--- config.mk ---
export PLATFORM = sky130hd
export DESIGN_NAME = cmd_thread
export DESIGN_NICKNAME = d
export VERILOG_FILES = /design/src/rtl/cmd_thread_pkg.sv /design/src/rtl/cmd_subsys_map.sv /design/src/rtl/cmd_decode.sv /design/src/rtl/cmd_irq.sv /design/src/rtl/cmd_thread.sv
export SDC_FILE = /design/constraint.sdc
export NUM_CORES = 1
export LEC_CHECK = 0
export BUFFER_PORTS_ARGS = -buffer_cell sky130_fd_sc_hd__buf_4
export CORE_UTILIZATION = 45
export CTS_CLUSTER_DIAMETER = 100
export DETAILED_ROUTE_END_ITERATION = 16
export PLACE_DENSITY = 0.72
export SYNTH_ARGS = -nofsm -noshare
export SYNTH_HDL_FRONTEND = slang
export SYNTH_SLANG_ARGS = --single-unit
--- constraint.sdc ---
create_clock -name clk -period 3.4 [get_ports clk]
set_input_delay 0.68 -clock clk [delete_from_list [all_inputs] [get_ports clk]]
set_output_delay 0.68 -clock clk [all_outputs]
set_load 0.005 [all_outputs]
--- src/rtl/cmd_thread_pkg.sv ---
package cmd_thread_pkg;
  localparam logic [7:0] OPC_MASK  = 8'h02;
  localparam logic [7:0] OPC_WRITE = 8'h04;
  localparam logic [7:0] OPC_JUMP  = 8'h10;
  localparam logic [7:0] OPC_EVENT = 8'h20;
  localparam logic [7:0] OPC_EOC   = 8'h40;

  localparam logic [7:0] CSR_WRST  = 8'h00;
  localparam logic [7:0] CSR_EN    = 8'h04;
  localparam logic [7:0] CSR_SUSP  = 8'h08;
  localparam logic [7:0] CSR_STAT  = 8'h0C;
  localparam logic [7:0] CSR_IST   = 8'h10;
  localparam logic [7:0] CSR_IEN   = 8'h14;
  localparam logic [7:0] CSR_CUR   = 8'h20;
  localparam logic [7:0] CSR_END   = 8'h24;
  localparam logic [7:0] CSR_TOKEN = 8'h30;

  localparam logic [31:0] IST_LIVE = 32'h0000_0013;

  typedef enum logic [2:0] {TS_READY, TS_FETCH_WAIT, TS_EXEC, TS_EVENT, TS_HALT} tstate_e;

  typedef struct packed {
    logic [7:0]  opc;
    logic [23:0] arg;
    logic [31:0] val;
  } instr_t;
endpackage

--- src/rtl/cmd_subsys_map.sv ---
module cmd_subsys_map #(
  parameter int          NSUB = 3,
  parameter logic [15:0] BASE = 16'h1400
) (
  input  logic [7:0]  id,
  output logic        hit,
  output logic [15:0] hi
);
  logic [NSUB-1:0] match;
  logic [15:0]     part [NSUB];

  for (genvar g = 0; g < NSUB; g++) begin : g_sub
    assign match[g] = (id == 8'(g + 1));
    assign part[g]  = match[g] ? (BASE + 16'(g)) : 16'h0;
  end

  always_comb begin
    hi = '0;
    for (int i = 0; i < NSUB; i++) hi = hi | part[i];
  end

  assign hit = |match;
endmodule

--- src/rtl/cmd_decode.sv ---
module cmd_decode
  import cmd_thread_pkg::*;
#(
  parameter int          NSUB     = 3,
  parameter logic [15:0] SUB_BASE = 16'h1400
) (
  input  instr_t      ir,
  output logic        is_mask,
  output logic        is_write,
  output logic        is_jump,
  output logic        is_event,
  output logic        is_eoc,
  output logic        bad_op,
  output logic        bad_addr,
  output logic        jump_abs,
  output logic        keep_sel,
  output logic [31:0] tgt_addr
);
  logic        sub_hit;
  logic [15:0] sub_hi;

  cmd_subsys_map #(.NSUB(NSUB), .BASE(SUB_BASE)) u_map (
    .id (ir.arg[23:16]),
    .hit(sub_hit),
    .hi (sub_hi)
  );

  assign is_mask  = (ir.opc == OPC_MASK);
  assign is_write = (ir.opc == OPC_WRITE);
  assign is_jump  = (ir.opc == OPC_JUMP);
  assign is_event = (ir.opc == OPC_EVENT);
  assign is_eoc   = (ir.opc == OPC_EOC);
  assign jump_abs = (ir.arg == 24'd1);
  assign bad_op   = !(is_mask | is_write | is_jump | is_event | is_eoc)
                  || (is_jump && (ir.arg > 24'd1));
  assign bad_addr = is_write && !sub_hit;
  assign keep_sel = ir.arg[0];
  assign tgt_addr = {sub_hi, ir.arg[15:1], 1'b0};
endmodule

--- src/rtl/cmd_irq.sv ---
module cmd_irq
  import cmd_thread_pkg::*;
(
  input  logic        clk,
  input  logic        rst,
  input  logic        clr_all,
  input  logic        wr_ist,
  input  logic        wr_ien,
  input  logic [31:0] wdata,
  input  logic        set_done,
  input  logic        set_op_err,
  input  logic        set_addr_err,
  output logic [31:0] ist,
  output logic [31:0] ien,
  output logic        irq
);
  logic [31:0] ist_n;

  always_comb begin
    ist_n = ist;
    if (wr_ist) ist_n = ist_n & wdata;
    ist_n[0] = ist_n[0] | set_done;
    ist_n[1] = ist_n[1] | set_op_err;
    ist_n[4] = ist_n[4] | set_addr_err;
  end

  always_ff @(posedge clk) begin
    if (rst) begin
      ist <= '0;
      ien <= '0;
      irq <= 1'b0;
    end else begin
      ist <= clr_all ? '0 : (ist_n & IST_LIVE);
      if (wr_ien) ien <= wdata & IST_LIVE;
      irq <= |(ist & ien);
    end
  end
endmodule

--- src/rtl/cmd_thread.sv ---
module cmd_thread
  import cmd_thread_pkg::*;
#(
  parameter int          AW       = 32,
  parameter int          EW       = 10,
  parameter int          NSUB     = 3,
  parameter logic [15:0] SUB_BASE = 16'h1400
) (
  input  logic          clk,
  input  logic          rst,
  input  logic          csr_we,
  input  logic          csr_re,
  input  logic [7:0]    csr_addr,
  input  logic [31:0]   csr_wdata,
  output logic [31:0]   csr_rdata,
  output logic          fetch_req,
  output logic [AW-1:0] fetch_addr,
  input  logic          fetch_valid,
  input  logic [63:0]   fetch_data,
  output logic          tgt_we,
  output logic [31:0]   tgt_addr,
  output logic [31:0]   tgt_data,
  output logic [31:0]   tgt_keep,
  output logic          ev_req,
  output logic [EW-1:0] ev_id,
  output logic          ev_wait,
  output logic          ev_set,
  input  logic          ev_ack,
  output logic          irq
);
  localparam logic [AW-1:0] STEP = AW'(8);

  tstate_e       st;
  instr_t        ir;
  logic [AW-1:0] cur, endp;
  logic          enable, susp, wrst_q, outst;
  logic [31:0]   mask_q;
  logic [31:0]   ist, ien;

  logic is_mask, is_write, is_jump, is_event, is_eoc;
  logic bad_op, bad_addr, jump_abs, keep_sel;
  logic [31:0] dec_addr;

  cmd_decode #(.NSUB(NSUB), .SUB_BASE(SUB_BASE)) u_dec (
    .ir(ir), .is_mask(is_mask), .is_write(is_write), .is_jump(is_jump),
    .is_event(is_event), .is_eoc(is_eoc), .bad_op(bad_op), .bad_addr(bad_addr),
    .jump_abs(jump_abs), .keep_sel(keep_sel), .tgt_addr(dec_addr)
  );

  logic kill, wr_cur, exec_ok, is_halted, is_susp_ack, can_fetch;
  logic set_done, set_op_err, set_addr_err;
  logic [AW-1:0] jump_tgt;

  assign kill         = wrst_q || !enable;
  assign wr_cur       = csr_we && (csr_addr == CSR_CUR);
  assign exec_ok      = (st == TS_EXEC) && !kill && !wr_cur;
  assign is_halted    = (st == TS_HALT);
  assign is_susp_ack  = susp && ((st == TS_READY) || is_halted);
  assign can_fetch    = enable && !susp && !outst && !wrst_q && !wr_cur && (cur != endp);
  assign set_done     = exec_ok && is_eoc && ir.val[0];
  assign set_op_err   = exec_ok && bad_op;
  assign set_addr_err = exec_ok && !bad_op && bad_addr;
  assign jump_tgt     = jump_abs ? ir.val[AW-1:0] : (cur + ir.val[AW-1:0]);

  assign ev_req  = (st == TS_EVENT);
  assign ev_id   = ir.arg[EW-1:0];
  assign ev_wait = ir.val[15];
  assign ev_set  = ir.val[31];

  cmd_irq u_irq (
    .clk(clk), .rst(rst), .clr_all(wrst_q),
    .wr_ist(csr_we && (csr_addr == CSR_IST)),
    .wr_ien(csr_we && (csr_addr == CSR_IEN)),
    .wdata(csr_wdata), .set_done(set_done), .set_op_err(set_op_err),
    .set_addr_err(set_addr_err), .ist(ist), .ien(ien), .irq(irq)
  );

  always_ff @(posedge clk) begin
    if (rst) begin
      st <= TS_READY;        ir <= '0;
      cur <= '0;             endp <= '0;
      enable <= 1'b0;        susp <= 1'b0;
      wrst_q <= 1'b0;        outst <= 1'b0;
      mask_q <= '0;          fetch_req <= 1'b0;
      fetch_addr <= '0;      tgt_we <= 1'b0;
      tgt_addr <= '0;        tgt_data <= '0;
      tgt_keep <= '0;        csr_rdata <= '0;
    end else begin
      fetch_req <= 1'b0;
      tgt_we    <= 1'b0;
      if (fetch_valid) outst <= 1'b0;

      if (kill || (wr_cur && st != TS_HALT)) begin
        st <= TS_READY;
      end else begin
        unique case (st)
          TS_READY: if (can_fetch) begin
            fetch_req  <= 1'b1;
            fetch_addr <= cur;
            outst      <= 1'b1;
            st         <= TS_FETCH_WAIT;
          end
          TS_FETCH_WAIT: if (fetch_valid) begin
            ir <= fetch_data;
            st <= susp ? TS_READY : TS_EXEC;
          end
          TS_EXEC: begin
            if (bad_op || bad_addr) st <= TS_HALT;
            else if (is_event)      st <= TS_EVENT;
            else begin
              st  <= TS_READY;
              cur <= is_jump ? jump_tgt : (cur + STEP);
            end
            if (is_mask) mask_q <= ir.val;
            if (is_write && !bad_addr) begin
              tgt_we   <= 1'b1;
              tgt_addr <= dec_addr;
              tgt_data <= ir.val;
              tgt_keep <= keep_sel ? mask_q : 32'h0;
            end
          end
          TS_EVENT: begin
            if (ev_ack) begin
              cur <= cur + STEP;
              st  <= TS_READY;
            end else if (susp) begin
              st <= TS_READY;
            end
          end
          default: ;
        endcase
      end

      wrst_q <= csr_we && (csr_addr == CSR_WRST) && csr_wdata[0];
      if (csr_we) begin
        if (csr_addr == CSR_EN)   enable <= csr_wdata[0];
        if (csr_addr == CSR_SUSP) susp   <= csr_wdata[0];
        if (csr_addr == CSR_CUR)  cur    <= csr_wdata[AW-1:0];
        if (csr_addr == CSR_END)  endp   <= csr_wdata[AW-1:0];
      end
      if (wrst_q) begin
        enable <= 1'b0;
        susp   <= 1'b0;
        mask_q <= '0;
      end

      if (csr_re) begin
        unique case (csr_addr)
          CSR_WRST:  csr_rdata <= {31'h0, wrst_q};
          CSR_EN:    csr_rdata <= {31'h0, enable};
          CSR_SUSP:  csr_rdata <= {31'h0, susp};
          CSR_STAT:  csr_rdata <= {30'h0, is_susp_ack, is_halted};
          CSR_IST:   csr_rdata <= ist;
          CSR_IEN:   csr_rdata <= ien;
          CSR_CUR:   csr_rdata <= 32'(cur);
          CSR_END:   csr_rdata <= 32'(endp);
          CSR_TOKEN: csr_rdata <= {(st == TS_EVENT) && ev_wait, 31'h0};
          default:   csr_rdata <= 32'h0;
        endcase
      end
    end
  end
endmodule

==> out/metrics.cfg <==
[logic_synthesis]
syn-instance-count = 2104
yosysMostFrequentCell = nand2_1
synth_seq_cells = 322
yosysTopAreaCell = dfxtp_1
synthDistinctLibCells = 80
synth_top_area_share = 0.3995
netlist_area_mm2 = 0.01613
muxShareOfSynthArea = 0.02179
syn_avg_cell_area_um2 = 7.668
synth-main-ff-cell = dfxtp_1
synth_xor_area_frac = 0.03691
ys_warn_count = 0
yosys.area_share.simple = 0.2343
synth_adder_area_share = 0.02606
synth_area_leaders = dfxtp_1, nand2_1, a21oi_1
ys_seq_area_frac = 0.3995
synth_common_cells = nand2_1, dfxtp_1, a21oi_1, nor2_1, clkbuf_1
async_flop_share = 0
synth_top_family_by_area = simple AND/OR/NAND/NOR gates
synth_edf_count = 0
synth_compound_area_frac = 0.2261

[pwr]
switching_share = 0.2181
power.share.sequential = 0.473
ir_worst_vdd_uv = 410.0
switching_power_mw = 1.739
total_leakage_power_nw = 8.260
powerDensity_mw_per_mm2 = 395.3
clkPwrFrac = 0.497
comb_power_share = 0.029
intPower_mw = 6.236

[drt]
viasPerCell = 5.767
finalWirelength_mm = 57.22
routed.top_layer = met5
ant_nets = 0
wl_met2_mm = 26.96
vias = 16321
detail_route.wl_per_cell_um = 20.22
drtPass1Iterations = 7
met1_length_mm = 23.78
drt_iter0_drc = 1303
remaining_drc_errors = 0
dr_wl_met3_mm = 4.337

[global_routing]
grt_max_degree = 102
overflow = 0
grtUsageTotal = 0.3053
grt_pass1_wl_mm = 87.23
grt_pass1_vias = 15609
antenna_found_initial = 1

[floorplan]
design.die.area_mm2 = 0.03661
num_rows = 68
start_util = 0.4625
dieHeight_um = 191.4
core_area_mm2 = 0.03488
die_w_um = 191.4
pin_count = 286

[cts]
clkLatencyLatePin_ns = 0.54
cts_hold_buf = 0
htree_num_levels = 2
clkTransAtPathRegs_ns = 0.06
cts_buffer_depth = 3
numCtsBuffers = 36
clock-sinks = 322
cts_root_buf = clkbuf_16
cts_tree = done
cts.repair.resized = 0
cts_setup_buffers = 0

[worst_setup_path]
critPathRequiredTime_ns = 3.80
crit_buf_inv = 1
crit_chain = or3_4 -> or3_4 -> or4b_1 -> o221ai_4 -> or2_1 -> buf_12 -> nor4_1 -> a21oi_1 -> a21oi_1 -> a311oi_1 -> nor3_1
cp-start-kind = flip-flop
critPathMaxFanout = 10
cp-end-kind = flip-flop
path_delay_family = simple AND/OR/NAND/NOR gates
critical-path-max-stage-delay_ns = 0.60
cp.arrival_ns = 3.62
critical_path_class = reg2reg
cpMaxStageDelayCell = or4b_1
reg2reg_slack_ns = 0.19

[placed_design]
dp_hpwl_mm = 41.89
portBuffers = 272
dp_slack_ns = 0.1835
place_congestion = 0.9982

[layout]
fin_nets = 2496
synthToLayoutAreaGrowth_pct = 25.06
drive_gt1_frac = 0.2008
diodes = 0
nFillCells = 3255

[timing]
fin_setup_tns_ns = 0
fmax_mhz = 311.1
final.setup_skew_ns = 0.02024
worst_slack_ns = 0.1858
period_share = 0.9453
slew_headroom = 0.4382
rsz0062_at_grt = false
final_hold_viol_count = 0
drv_slew = 0
timing.final.crit_period_ns = 3.214
setup_viol = 0
whs_ns = 0.3919
tightest_slew_ns = 0.8427

[run]
maxCapViolCount = 0

[status]
status = complete, no violations

[min_path]
hp-class = in2reg

## layout by cell type (no fill, tap or decap), drive strengths merged, types with 6 or more instances in the layout
cell type / count
o22ai: 6
ha: 32
o211ai: 19
a31oi: 14
nor3: 41
xor2: 49
and2: 6
nand4: 13
clkbuf: 52
nor4: 24
inv: 17
or2: 6
xnor2: 19
dfxtp: 322
buf: 383
nor2b: 41
nand2: 453
a311oi: 9
a21o: 15
nand2b: 15
a211oi: 16
a221oi: 11
mux2i: 34
conb: 13
nor2: 171
a21oi: 305
or3: 7
a22o: 61
o21ai: 73
and3: 16
nand3: 44
## power by group through the flow
stage | clock (mW) | sequential, mW | combinational, mW
3_5_place_dp | 0 | 3.86 | 0.231
3_3_place_gp | 0 | 3.86 | 0.231
5_1_grt | 4.17 | 3.77 | 0.247
4_1_cts | 4.00 | 3.78 | 0.232
2_1_floorplan | 0 | 3.86 | 0.0913
6_report | 3.97 | 3.78 | 0.235
## routing by layer
metal | GRT usage | vias to the layer above
met5 | 0 | -
met4 | 0.1270 | 2
met3 | 0.05306 | 141
met2 | 0.5042 | 680
met1 | 0.3915 | 7705
li1 | - | 7793
## logic make-up after synthesis
group                    Yosys count
AO/OA/AOI/OAI                    584
XOR/XNOR                          68
adder cells (fa/ha/maj)           33
buffers and inverters            200
flip-flops                       322
multiplexers                      35
other                              1
AND/OR/NAND/NOR                  861
## worst reg2reg max path: stages (launching register included)
cell and delay (ns):
dfxtp_1 0.31, or3_4 0.41, or3_4 0.36, or4b_1 0.60, o221ai_4 0.30, or2_1 0.36
buf_12 0.18, nor4_1 0.06, a21oi_1 0.13, a21oi_1 0.08, a311oi_1 0.22, nor3_1 0.08
## sequential cells by signal, indices dropped and copies added, names as in the netlist, 3 cells and up
register	cells
u_irq.ien	3
tgt_addr	18
csr_rdata	32
fetch_addr	32
ir	52
endp	32
tgt_keep	32
ev_id	10
cur	32
st	3
mask_q	32
tgt_data	32
u_irq.ist	3
## final cells by class
| cell class | count | area (um2) | area share |
|---|---|---|---|
| multi-input combinational | 1594 | 8904 | 0.4413 |
| sequential | 322 | 6449 | 0.3196 |
| inverter | 15 | 56.30 | 0.002791 |
| timing repair buffer | 384 | 3002 | 0.1488 |
| clock buffer | 51 | 1080 | 0.05352 |
| tap | 455 | 569.3 | 0.02822 |
| clock inverter | 9 | 117.6 | 0.005829 |
## final timing paths
kind / start / endpoint / cells after the start
setup / recovery: ir[56]$_SDFFE_PP0P_ / cur[12]$_SDFF_PP0_ / 11
hold / removal: fetch_data[32] / ev_id[0]$_SDFFE_PP0P_ / 3
setup reg to reg: ir[56]$_SDFFE_PP0P_ / cur[12]$_SDFF_PP0_ / 11
hold reg to reg: ir[52]$_SDFFE_PP0P_ / ir[52]$_SDFFE_PP0P_ / 2
## stage by stage
| stage | utilization | instance area, um2 | cells | power [mW] |
|---|---|---|---|---|
| floorplan | - | 16180 | 2116 | 3.949 |
| global route | 0.5784 | 20180 | 2830 | 8.195 |
| finish | 0.5784 | 20180 | 2830 | 7.976 |
| detailed placement | 0.5433 | 18950 | 2770 | 4.090 |
| global placement | 0.5433 | 18950 | 2770 | 4.090 |
| CTS | 0.5776 | 20150 | 2830 | 8.008 |
Note: power is estimated with default switching activity, not from simulation.
